===== src/rtl/lbus_pkg.sv =====
package lbus_pkg;

    localparam int ADDR_W  = 20;
    localparam int DATA_W  = 8;
    localparam int LOW_W   = DATA_W;
    localparam int MID_W   = 8;
    localparam int NIB_W   = ADDR_W - LOW_W - MID_W;
    localparam int NIB_LSB = LOW_W + MID_W;
    localparam int SEG_W   = 2;

    typedef enum logic [2:0] {
        ST_IDLE = 3'd0,
        ST_T1   = 3'd1,
        ST_T2   = 3'd2,
        ST_T3   = 3'd3,
        ST_TW   = 3'd4,
        ST_T4   = 3'd5,
        ST_HOLD = 3'd6
    } bus_state_e;

    typedef enum logic [SEG_W-1:0] {
        SEG_ALT   = 2'b00,
        SEG_STACK = 2'b01,
        SEG_CODE  = 2'b10,
        SEG_DATA  = 2'b11
    } seg_e;

    typedef struct packed {
        logic              write;
        logic              io;
        seg_e              seg;
        logic [ADDR_W-1:0] addr;
        logic [DATA_W-1:0] wdata;
    } bus_req_t;

    // States in which a strobe may be active
    function automatic logic strobe_phase(bus_state_e s);
        return (s == ST_T2) || (s == ST_T3) || (s == ST_TW);
    endfunction

    // States after the address phase of a transfer
    function automatic logic data_phase(bus_state_e s);
        return strobe_phase(s) || (s == ST_T4);
    endfunction

    // States that belong to a transfer in flight
    function automatic logic in_transfer(bus_state_e s);
        return (s == ST_T1) || data_phase(s);
    endfunction

    // Status nibble: top bit fixed low, then interrupt flag, then segment
    function automatic logic [NIB_W-1:0] status_nibble(logic ie, seg_e seg);
        logic [NIB_W-1:0] n;
        n = '0;
        n[SEG_W-1:0] = seg;
        n[SEG_W]     = ie;
        return n;
    endfunction

endpackage


===== src/rtl/lbus_seq.sv =====
module lbus_seq
    import lbus_pkg::*;
(
    input  logic       clk,
    input  logic       rst,
    input  logic       req_valid,
    input  bus_req_t   req_in,
    input  logic       ready,
    input  logic       hold_req,
    output bus_state_e state,
    output bus_req_t   cur,
    output logic       capture
);

    bus_state_e state_nx;
    logic       accept;

    assign accept = (state == ST_IDLE) && !hold_req && req_valid;

    always_comb begin
        state_nx = state;
        unique case (state)
            ST_IDLE: begin
                if (hold_req)       state_nx = ST_HOLD;
                else if (req_valid) state_nx = ST_T1;
            end
            ST_T1:   state_nx = ST_T2;
            ST_T2:   state_nx = ST_T3;
            ST_T3,
            ST_TW:   state_nx = ready ? ST_T4 : ST_TW;
            ST_T4:   state_nx = hold_req ? ST_HOLD : ST_IDLE;
            ST_HOLD: state_nx = hold_req ? ST_HOLD : ST_IDLE;
            default: state_nx = ST_IDLE;
        endcase
    end

    // Read data is taken at the edge that leaves T3 or Tw toward T4
    assign capture = ((state == ST_T3) || (state == ST_TW)) && ready && !cur.write;

    always_ff @(posedge clk) begin
        if (rst) begin
            state <= ST_IDLE;
            cur   <= '0;
        end else begin
            state <= state_nx;
            if (accept) cur <= req_in;
        end
    end

endmodule


===== src/rtl/lbus_rdcap.sv =====
module lbus_rdcap
    import lbus_pkg::*;
(
    input  logic              clk,
    input  logic              rst,
    input  logic              capture,
    input  logic [DATA_W-1:0] ad_in,
    input  logic              int_en,
    output logic [DATA_W-1:0] rdata,
    output logic              ie_q
);

    always_ff @(posedge clk) begin
        if (rst) begin
            rdata <= '0;
            ie_q  <= 1'b0;
        end else begin
            ie_q <= int_en;
            if (capture) rdata <= ad_in;
        end
    end

endmodule


===== src/rtl/lbus_pinmux.sv =====
module lbus_pinmux
    import lbus_pkg::*;
(
    input  bus_state_e        state,
    input  bus_req_t          cur,
    input  logic              ie_q,
    output logic [LOW_W-1:0]  ad_out,
    output logic              ad_oe,
    output logic [MID_W-1:0]  addr_mid,
    output logic [NIB_W-1:0]  as_out,
    output logic              ale,
    output logic              rd_n,
    output logic              wr_n,
    output logic              bus_oe,
    output logic              busy,
    output logic              done,
    output logic              hold_ack
);

    logic             addr_phase;
    logic [NIB_W-1:0] status;

    assign addr_phase = (state == ST_T1);
    assign status     = status_nibble(ie_q, cur.seg);

    assign ad_out   = addr_phase ? cur.addr[LOW_W-1:0] : cur.wdata;
    assign ad_oe    = addr_phase || (cur.write && data_phase(state));
    assign addr_mid = cur.addr[LOW_W +: MID_W];
    assign ale      = addr_phase;
    assign rd_n     = !(!cur.write && strobe_phase(state));
    assign wr_n     = !( cur.write && strobe_phase(state));
    assign bus_oe   = (state != ST_HOLD);
    assign busy     = in_transfer(state);
    assign done     = (state == ST_T4);
    assign hold_ack = (state == ST_HOLD);

    // Upper lines: address (or zero for I/O) in T1, status afterwards
    for (genvar i = 0; i < NIB_W; i++) begin : g_nib
        assign as_out[i] = addr_phase ? (!cur.io && cur.addr[NIB_LSB + i]) : status[i];
    end

endmodule


===== src/rtl/lbus_cycle_ctrl.sv =====
module lbus_cycle_ctrl
    import lbus_pkg::*;
(
    input  logic              clk,
    input  logic              rst,
    input  logic              req_valid,
    input  logic              req_write,
    input  logic              req_io,
    input  logic [SEG_W-1:0]  req_seg,
    input  logic [ADDR_W-1:0] req_addr,
    input  logic [DATA_W-1:0] req_wdata,
    input  logic              int_en,
    output logic              busy,
    output logic              done,
    output logic [DATA_W-1:0] rdata,
    input  logic              ready,
    input  logic              hold_req,
    output logic              hold_ack,
    input  logic [DATA_W-1:0] ad_in,
    output logic [LOW_W-1:0]  ad_out,
    output logic              ad_oe,
    output logic [MID_W-1:0]  addr_mid,
    output logic [NIB_W-1:0]  as_out,
    output logic              ale,
    output logic              rd_n,
    output logic              wr_n,
    output logic              bus_oe
);

    bus_req_t   req_in;
    bus_req_t   cur;
    bus_state_e state;
    logic       capture;
    logic       ie_q;

    assign req_in = '{write: req_write, io: req_io, seg: seg_e'(req_seg),
                      addr: req_addr, wdata: req_wdata};

    lbus_seq u_seq (
        .clk       (clk),
        .rst       (rst),
        .req_valid (req_valid),
        .req_in    (req_in),
        .ready     (ready),
        .hold_req  (hold_req),
        .state     (state),
        .cur       (cur),
        .capture   (capture)
    );

    lbus_rdcap u_rdcap (
        .clk     (clk),
        .rst     (rst),
        .capture (capture),
        .ad_in   (ad_in),
        .int_en  (int_en),
        .rdata   (rdata),
        .ie_q    (ie_q)
    );

    lbus_pinmux u_pinmux (
        .state    (state),
        .cur      (cur),
        .ie_q     (ie_q),
        .ad_out   (ad_out),
        .ad_oe    (ad_oe),
        .addr_mid (addr_mid),
        .as_out   (as_out),
        .ale      (ale),
        .rd_n     (rd_n),
        .wr_n     (wr_n),
        .bus_oe   (bus_oe),
        .busy     (busy),
        .done     (done),
        .hold_ack (hold_ack)
    );

endmodule


===== config.mk =====
export PLATFORM = sky130hd
export DESIGN_NAME = lbus_cycle_ctrl
export DESIGN_NICKNAME = d
export VERILOG_FILES = /design/src/rtl/lbus_pkg.sv /design/src/rtl/lbus_seq.sv /design/src/rtl/lbus_rdcap.sv /design/src/rtl/lbus_pinmux.sv /design/src/rtl/lbus_cycle_ctrl.sv
export SDC_FILE = /design/constraint.sdc
export NUM_CORES = 1
export LEC_CHECK = 0
export BUFFER_PORTS_ARGS = -buffer_cell sky130_fd_sc_hd__buf_4
export CAP_MARGIN = 20
export CELL_PAD_IN_SITES_DETAIL_PLACEMENT = 0
export CELL_PAD_IN_SITES_GLOBAL_PLACEMENT = 1
export CORE_MARGIN = 3
export CORE_UTILIZATION = 30
export CTS_CLUSTER_DIAMETER = 200
export DETAILED_ROUTE_END_ITERATION = 6
export HOLD_SLACK_MARGIN = 0.05
export PLACE_DENSITY = 0.8
export SLEW_MARGIN = 10
export SYNTH_ARGS = -nofsm -noshare
export SYNTH_HDL_FRONTEND = slang
export SYNTH_SLANG_ARGS = --single-unit

===== constraint.sdc =====
create_clock -name clk -period 2.1 [get_ports clk]
set_clock_uncertainty 0.15 [all_clocks]
set_input_delay 0.63 -clock clk [delete_from_list [all_inputs] [get_ports clk]]
set_output_delay 0.63 -clock clk [all_outputs]
set_load 0.1 [all_outputs]

======== Word-level counts from Yosys, hierarchy flattened ========
Cells that the tools add are included.
cells by class
  divide/modulo/power cells ............... 0
  bitwise gates (word level) .............. 0
  add/subtract/negate cells ............... 0
  $lt $le $gt $ge ......................... 0
  reduce and logical (&&, ||, !) cells .... 25
  equality and inequality tests ........... 8
  shifts and indexed selects .............. 0
  multiplexer cells ....................... 10
  $mul .................................... 0
operators by type and width
  cell                                           count
  case mux 3 bit (5 select lines)                1
  logical AND 1 bit                              11
  == test 3 bit, second input constant           3
  2-to-1 mux 3 bit                               3
  2-to-1 mux 8 bit                               1
  == test 3 x 2 -> 1 bit, second input constant  2
  logical OR 1 bit                               6
  inequality test 3 bit, second input constant   2
  zero test 1 bit                                5
  2-to-1 mux 1 bit                               5
  OR reduction 2 bit                             2
  == test 3 x 1 -> 1 bit, second input constant  1
  zero test 3 bit                                1
word-level totals
  input port bits ......................... 46
  memory bits (writable) .................. 0
  register bits after elaboration ......... 44
  latch bits .............................. 0
  output and inout bits ................... 36
  memories ................................ 0
  bits in read-only memories .............. 0
  logic and storage cells ................. 51

======== Depth between registers and ports, before layout ========
  word-level depth ........................ 6
  depth in mapped cells ................... 6
  mapped depth without buffers ............ 4

======== By module ========
From an unflattened synthesis, not the netlist that was laid out.
second synthesis, totals
  cell total of the unflattened synthesis .. 238
  area, all modules ....................... 2122.0 µm²
modules (own cells, without submodules)
  module       cells each  seq. area each (µm²)  times used  area an instance (µm²)
  lbus_seq     174         700.7                 1           1468.9
  lbus_pinmux  36          0.0                   1           340.3
  lbus_rdcap   28          180.2                 1           312.8

======== Worst setup path after synthesis ========
Ideal clock, no wire load.
  kind .................................... flip-flop to output port
  start point ............................. reg u_seq.state[1]
  end point ............................... out ad_oe
  slack ................................... -1820 ps
  data arrival time ....................... 3140 ps
  cell stages (with the launch flop) ...... 6
  path buffers ............................ 1
  data required time ...................... 1320 ps
  path through ............................ dfxtp_1 buf_2 or2_2 nor2_1 a21oi_1 o21a_1
between the ends
  word-level cells in the longest chain between the ends .. 6
  elaborated cells on any way between the ends .. 10
  those cells by class .................... 5 x eq/ne; 5 x reduce/logical
RTL lines
  what                           line                   source
  start: declaration             lbus_seq.sv:10         output bus_state_e state,
  start signal: assignment       lbus_seq.sv:45         state <= state_nx;
  == test 3 x 2 -> 1 bit         lbus_pkg.sv:38         return (s == ST_T2) || (s == ST_T3) || (s == ST_TW);
  logical OR 1 bit (2 in a row)  lbus_pkg.sv:38
  logical OR 1 bit               lbus_pkg.sv:43         return strobe_phase(s) || (s == ST_T4);
  logical AND 1 bit              lbus_pinmux.sv:27      assign ad_oe = addr_phase || (cur.write && data_phase(state));
  logical OR 1 bit *             lbus_pinmux.sv:27
  end: declaration               lbus_cycle_ctrl.sv:21  output logic ad_oe,
Every way passes the cells marked *; elsewhere a longest branch is shown, timed or not.

======== Final worst setup path ========
  start point ............................. reg u_seq.state[2]
  end point ............................... out ad_out[7]
between the ends
  word-level cells in the longest chain between the ends .. 2
RTL lines
  what                    line                   source
  == test 3 x 1 -> 1 bit  lbus_pinmux.sv:23      assign addr_phase = (state == ST_T1);
  2-to-1 mux 8 bit        lbus_pinmux.sv:26      assign ad_out = addr_phase ? cur.addr[LOW_W-1:0] : cur.wdata;
  end: declaration        lbus_cycle_ctrl.sv:20  output logic [LOW_W-1:0] ad_out,
Every way passes these cells.

==> results.sh <==
export IMPL_worstPathRequired_ps=1320
export IMPL_die_w_um=85.9
export IMPL_wl_mm=5.02
export IMPL_hold_path_class="reg -> reg"
export IMPL_synth_xor_area_share_pct=0
export IMPL_root_buffer="clkbuf_8"
export IMPL_vias=1799
export IMPL_synth_fa_ha_area_share_pct=0
export IMPL_cts_sinks=44
export IMPL_grt_max_degree=33
export IMPL_placed_area_um2=2740
export IMPL_cp_top_family="flip-flops"
export IMPL_setup_viol=18
export IMPL_async_reset_ff_share_pct=0
export IMPL_grt_usage_pct=14.0
export IMPL_status="finished with violations"
export IMPL_dr_pass1_iters=4
export IMPL_worstPathMaxFanout=8
export IMPL_tightest_slew_ps=377
export IMPL_grt_pass1_wl_mm=8.30
export IMPL_start_util_pct=31.6
export IMPL_finalCritPeriodShare_pct=113
export IMPL_ys_warn_count=0
export IMPL_cts_htree_levels=2
export IMPL_peakVddDrop_v=0.000447
export IMPL_violations="setup timing"
export IMPL_arrival_ps=1590
export IMPL_cts_buffers_inserted=5
export IMPL_drv_cap=0
export IMPL_synthDistinctLibCells=28
export IMPL_whs_ps=307
export IMPL_path_common_cell="buf_12"
export IMPL_die_h_um=85.9
export IMPL_syn_num_nets=279
export IMPL_synth_top_family_by_area="simple AND/OR/NAND/NOR gates"
export IMPL_p_total_w=0.00265
export IMPL_path_buf_inv=2
export IMPL_synth_compound_area_share_pct=14.3
export IMPL_post_place_ws_ps=-32.3
export IMPL_coreArea_um2=6060
export IMPL_gp_congestion=0.787
export IMPL_antenna_cells=0
export IMPL_setup_ws_ps=-274
export IMPL_synth_simple_area_share_pct=22.4
export IMPL_clock_latency_ps=280
export IMPL_slowest_delay_ps=360
export IMPL_ys_seq_elements=44
export IMPL_via_per_inst=4.57
export IMPL_cp_cell_sequence="nor3b_4 -> buf_12 -> mux2_4 -> buf_12"
export IMPL_syn_area_um2=1910
export IMPL_period_minus_slack_ps=2370
export IMPL_post_synth_inst_count=233
export IMPL_ios=82
export IMPL_max_slew_margin_rel_pct=74.8
export IMPL_cts_buffer_depth=2
export IMPL_p_leak_nw=1.29
export IMPL_cp_slowest_cell="dfxtp_4"
export IMPL_layout_drive_gt1_share_pct=42.6
export IMPL_start_kind="register"
export IMPL_crit_path_end_kind="primary output"
export IMPL_muxShareOfSynthArea_pct=8.89
export IMPL_stdcell_area_um2=3170
export IMPL_report_final_slew_viol_count=0
export IMPL_fill_cells=588
export IMPL_gr_total_overflow=0
export IMPL_p_per_area_nw_per_um2=836
export IMPL_setup_tns_final_ps=-3580
export IMPL_critPathKind="reg -> out"
export IMPL_routedWlPerCell_um=12.7
export IMPL_max_freq_ghz=0.421
export IMPL_place_hpwl_mm=3.35
export IMPL_rsz0062_at_grt="true"
export IMPL_cts_tree="done"
export IMPL_nNetsFinal=364
export IMPL_drc=0
export IMPL_syn_to_final_growth_pct=65.7
export IMPL_yosysSeqAreaShare_pct=46.0
export IMPL_die_area_um2=7370
export IMPL_hold_viol=0
export IMPL_ctsHoldBuffers=0
export IMPL_drt_iter0_drc=60
export IMPL_antenna_found_initial=0
export IMPL_grt_pass1_vias=1828
export IMPL_synthFlopType="dfxtp_1"
export IMPL_synth_area_per_cell_um2=8.21
export IMPL_synth_edf_count=0
export IMPL_ant_nets=0
export IMPL_clkTransAtPathRegs_ps=80
export IMPL_portBuffers=81
export IMPL_fp_row_count=28
Yosys cell counts (2+ instances only):
| cell | n | share of area (%) |
|---|---|---|
| o21ai_0 | 5 | 1.3 |
| buf_2 | 2 | 0.52 |
| a21oi_1 | 36 | 9.4 |
| mux2i_1 | 8 | 4.2 |
| and3b_1 | 3 | 1.4 |
| nor2b_1 | 2 | 0.65 |
| a31oi_1 | 2 | 0.65 |
| clkbuf_1 | 9 | 1.8 |
| inv_1 | 5 | 0.98 |
| nand2b_1 | 4 | 1.3 |
| nor2_1 | 9 | 1.8 |
| mux2_2 | 8 | 4.7 |
| buf_4 | 13 | 5.1 |
| dfxtp_1 | 44 | 46 |
| nand3b_1 | 4 | 1.6 |
| nand2_1 | 67 | 13 |
registers in the layout (all words and copies together) (netlist names):
register,cells
u_rdcap.ie_q,1
u_rdcap.rdata,8
u_seq.cur,32
u_seq.state,3
final timing paths:
check,start,endpoint,slack (ps),cells past startpoint
setup / recovery,u_seq.state[2]$_SDFFE_PP0P_,ad_out[7],-270,4
hold / removal,u_seq.cur[29]$_SDFFE_PP0P_,u_seq.cur[29]$_SDFFE_PP0P_,310,2
setup reg to reg,u_seq.state[2]$_SDFFE_PP0P_,u_seq.cur[28]$_SDFFE_PP0P_,130,8
hold reg to reg,u_seq.cur[29]$_SDFFE_PP0P_,u_seq.cur[29]$_SDFFE_PP0P_,310,2
stage by stage:
stage / instances / utilization, %
detailed placement: 379 / 45.2
floorplan: 233 / -
global route: 394 / 52.3
global placement: 379 / 45.2
finish: 394 / 52.3
CTS: 393 / 52.0
what timing repair did:
action                                  4_1_cts  5_1_grt
pin swaps                                     4        4
setup buffers                                 5        2
endpoints found under the setup margin       20       20
gates resized for setup                      65        7
cloned                                        1        0
power by group:
part | internal, W | switching [W] | leakage [nW]
clock network | 0.000238 | 0.000279 | 0.0424
logic | 0.000478 | 0.000721 | 0.890
registers | 0.000896 | 0.0000380 | 0.359
total | 0.00161 | 0.00104 | 1.29
routing by layer:
layer / GRT usage [%] / share of wire [%] / up-vias
li1: - / - / 928
met1: 16.4 / 42 / 820
met2: 24.6 / 50 / 46
met3: 4.32 / 6.5 / 5
met4: 4.32 / 1.4 / 0
met5: 0 / 0 / -
cells in the final DEF, fill, tap and decap left out, types with 3 or more instances in the layout:
cell,netlist,layout
nand2_1,67,67
inv_1,5,4
nor2_1,9,8
clkbuf_8,0,5
mux2_4,0,8
nand2b_1,4,4
o21ai_4,0,3
buf_4,13,74
a21oi_1,36,35
mux2i_1,8,8
dfxtp_1,44,41
buf_12,0,24
buf_6,0,3
nand3b_1,4,4
cell families (layout without fill, tap and decap cells):
| group | Yosys count | count (layout) |
|---|---|---|
| AO/OA/AOI/OAI | 49 | 49 |
| flip-flops | 44 | 44 |
| buffers and inverters | 29 | 115 |
| multiplexers | 16 | 16 |
| AND/OR/NAND/NOR | 95 | 95 |
final cells by class:
class / count / area, µm² / share of cell area [%]
Clock buffer: 7 / 76.3 / 2.41
Clock inverter: 1 / 8.76 / 0.276
Inverter: 5 / 22.5 / 0.711
Multi-Input combinational cell: 160 / 993 / 31.3
Sequential cell: 44 / 890 / 28.1
Tap cell: 75 / 93.8 / 2.96
Timing Repair Buffer: 102 / 1080 / 34.2
tightest hold or removal path: stages (launching register included):
cell	delay, ps
dfxtp_1	310
nand2_1	50
a21oi_1	50
Note: power is estimated with default switching activity, not from simulation.
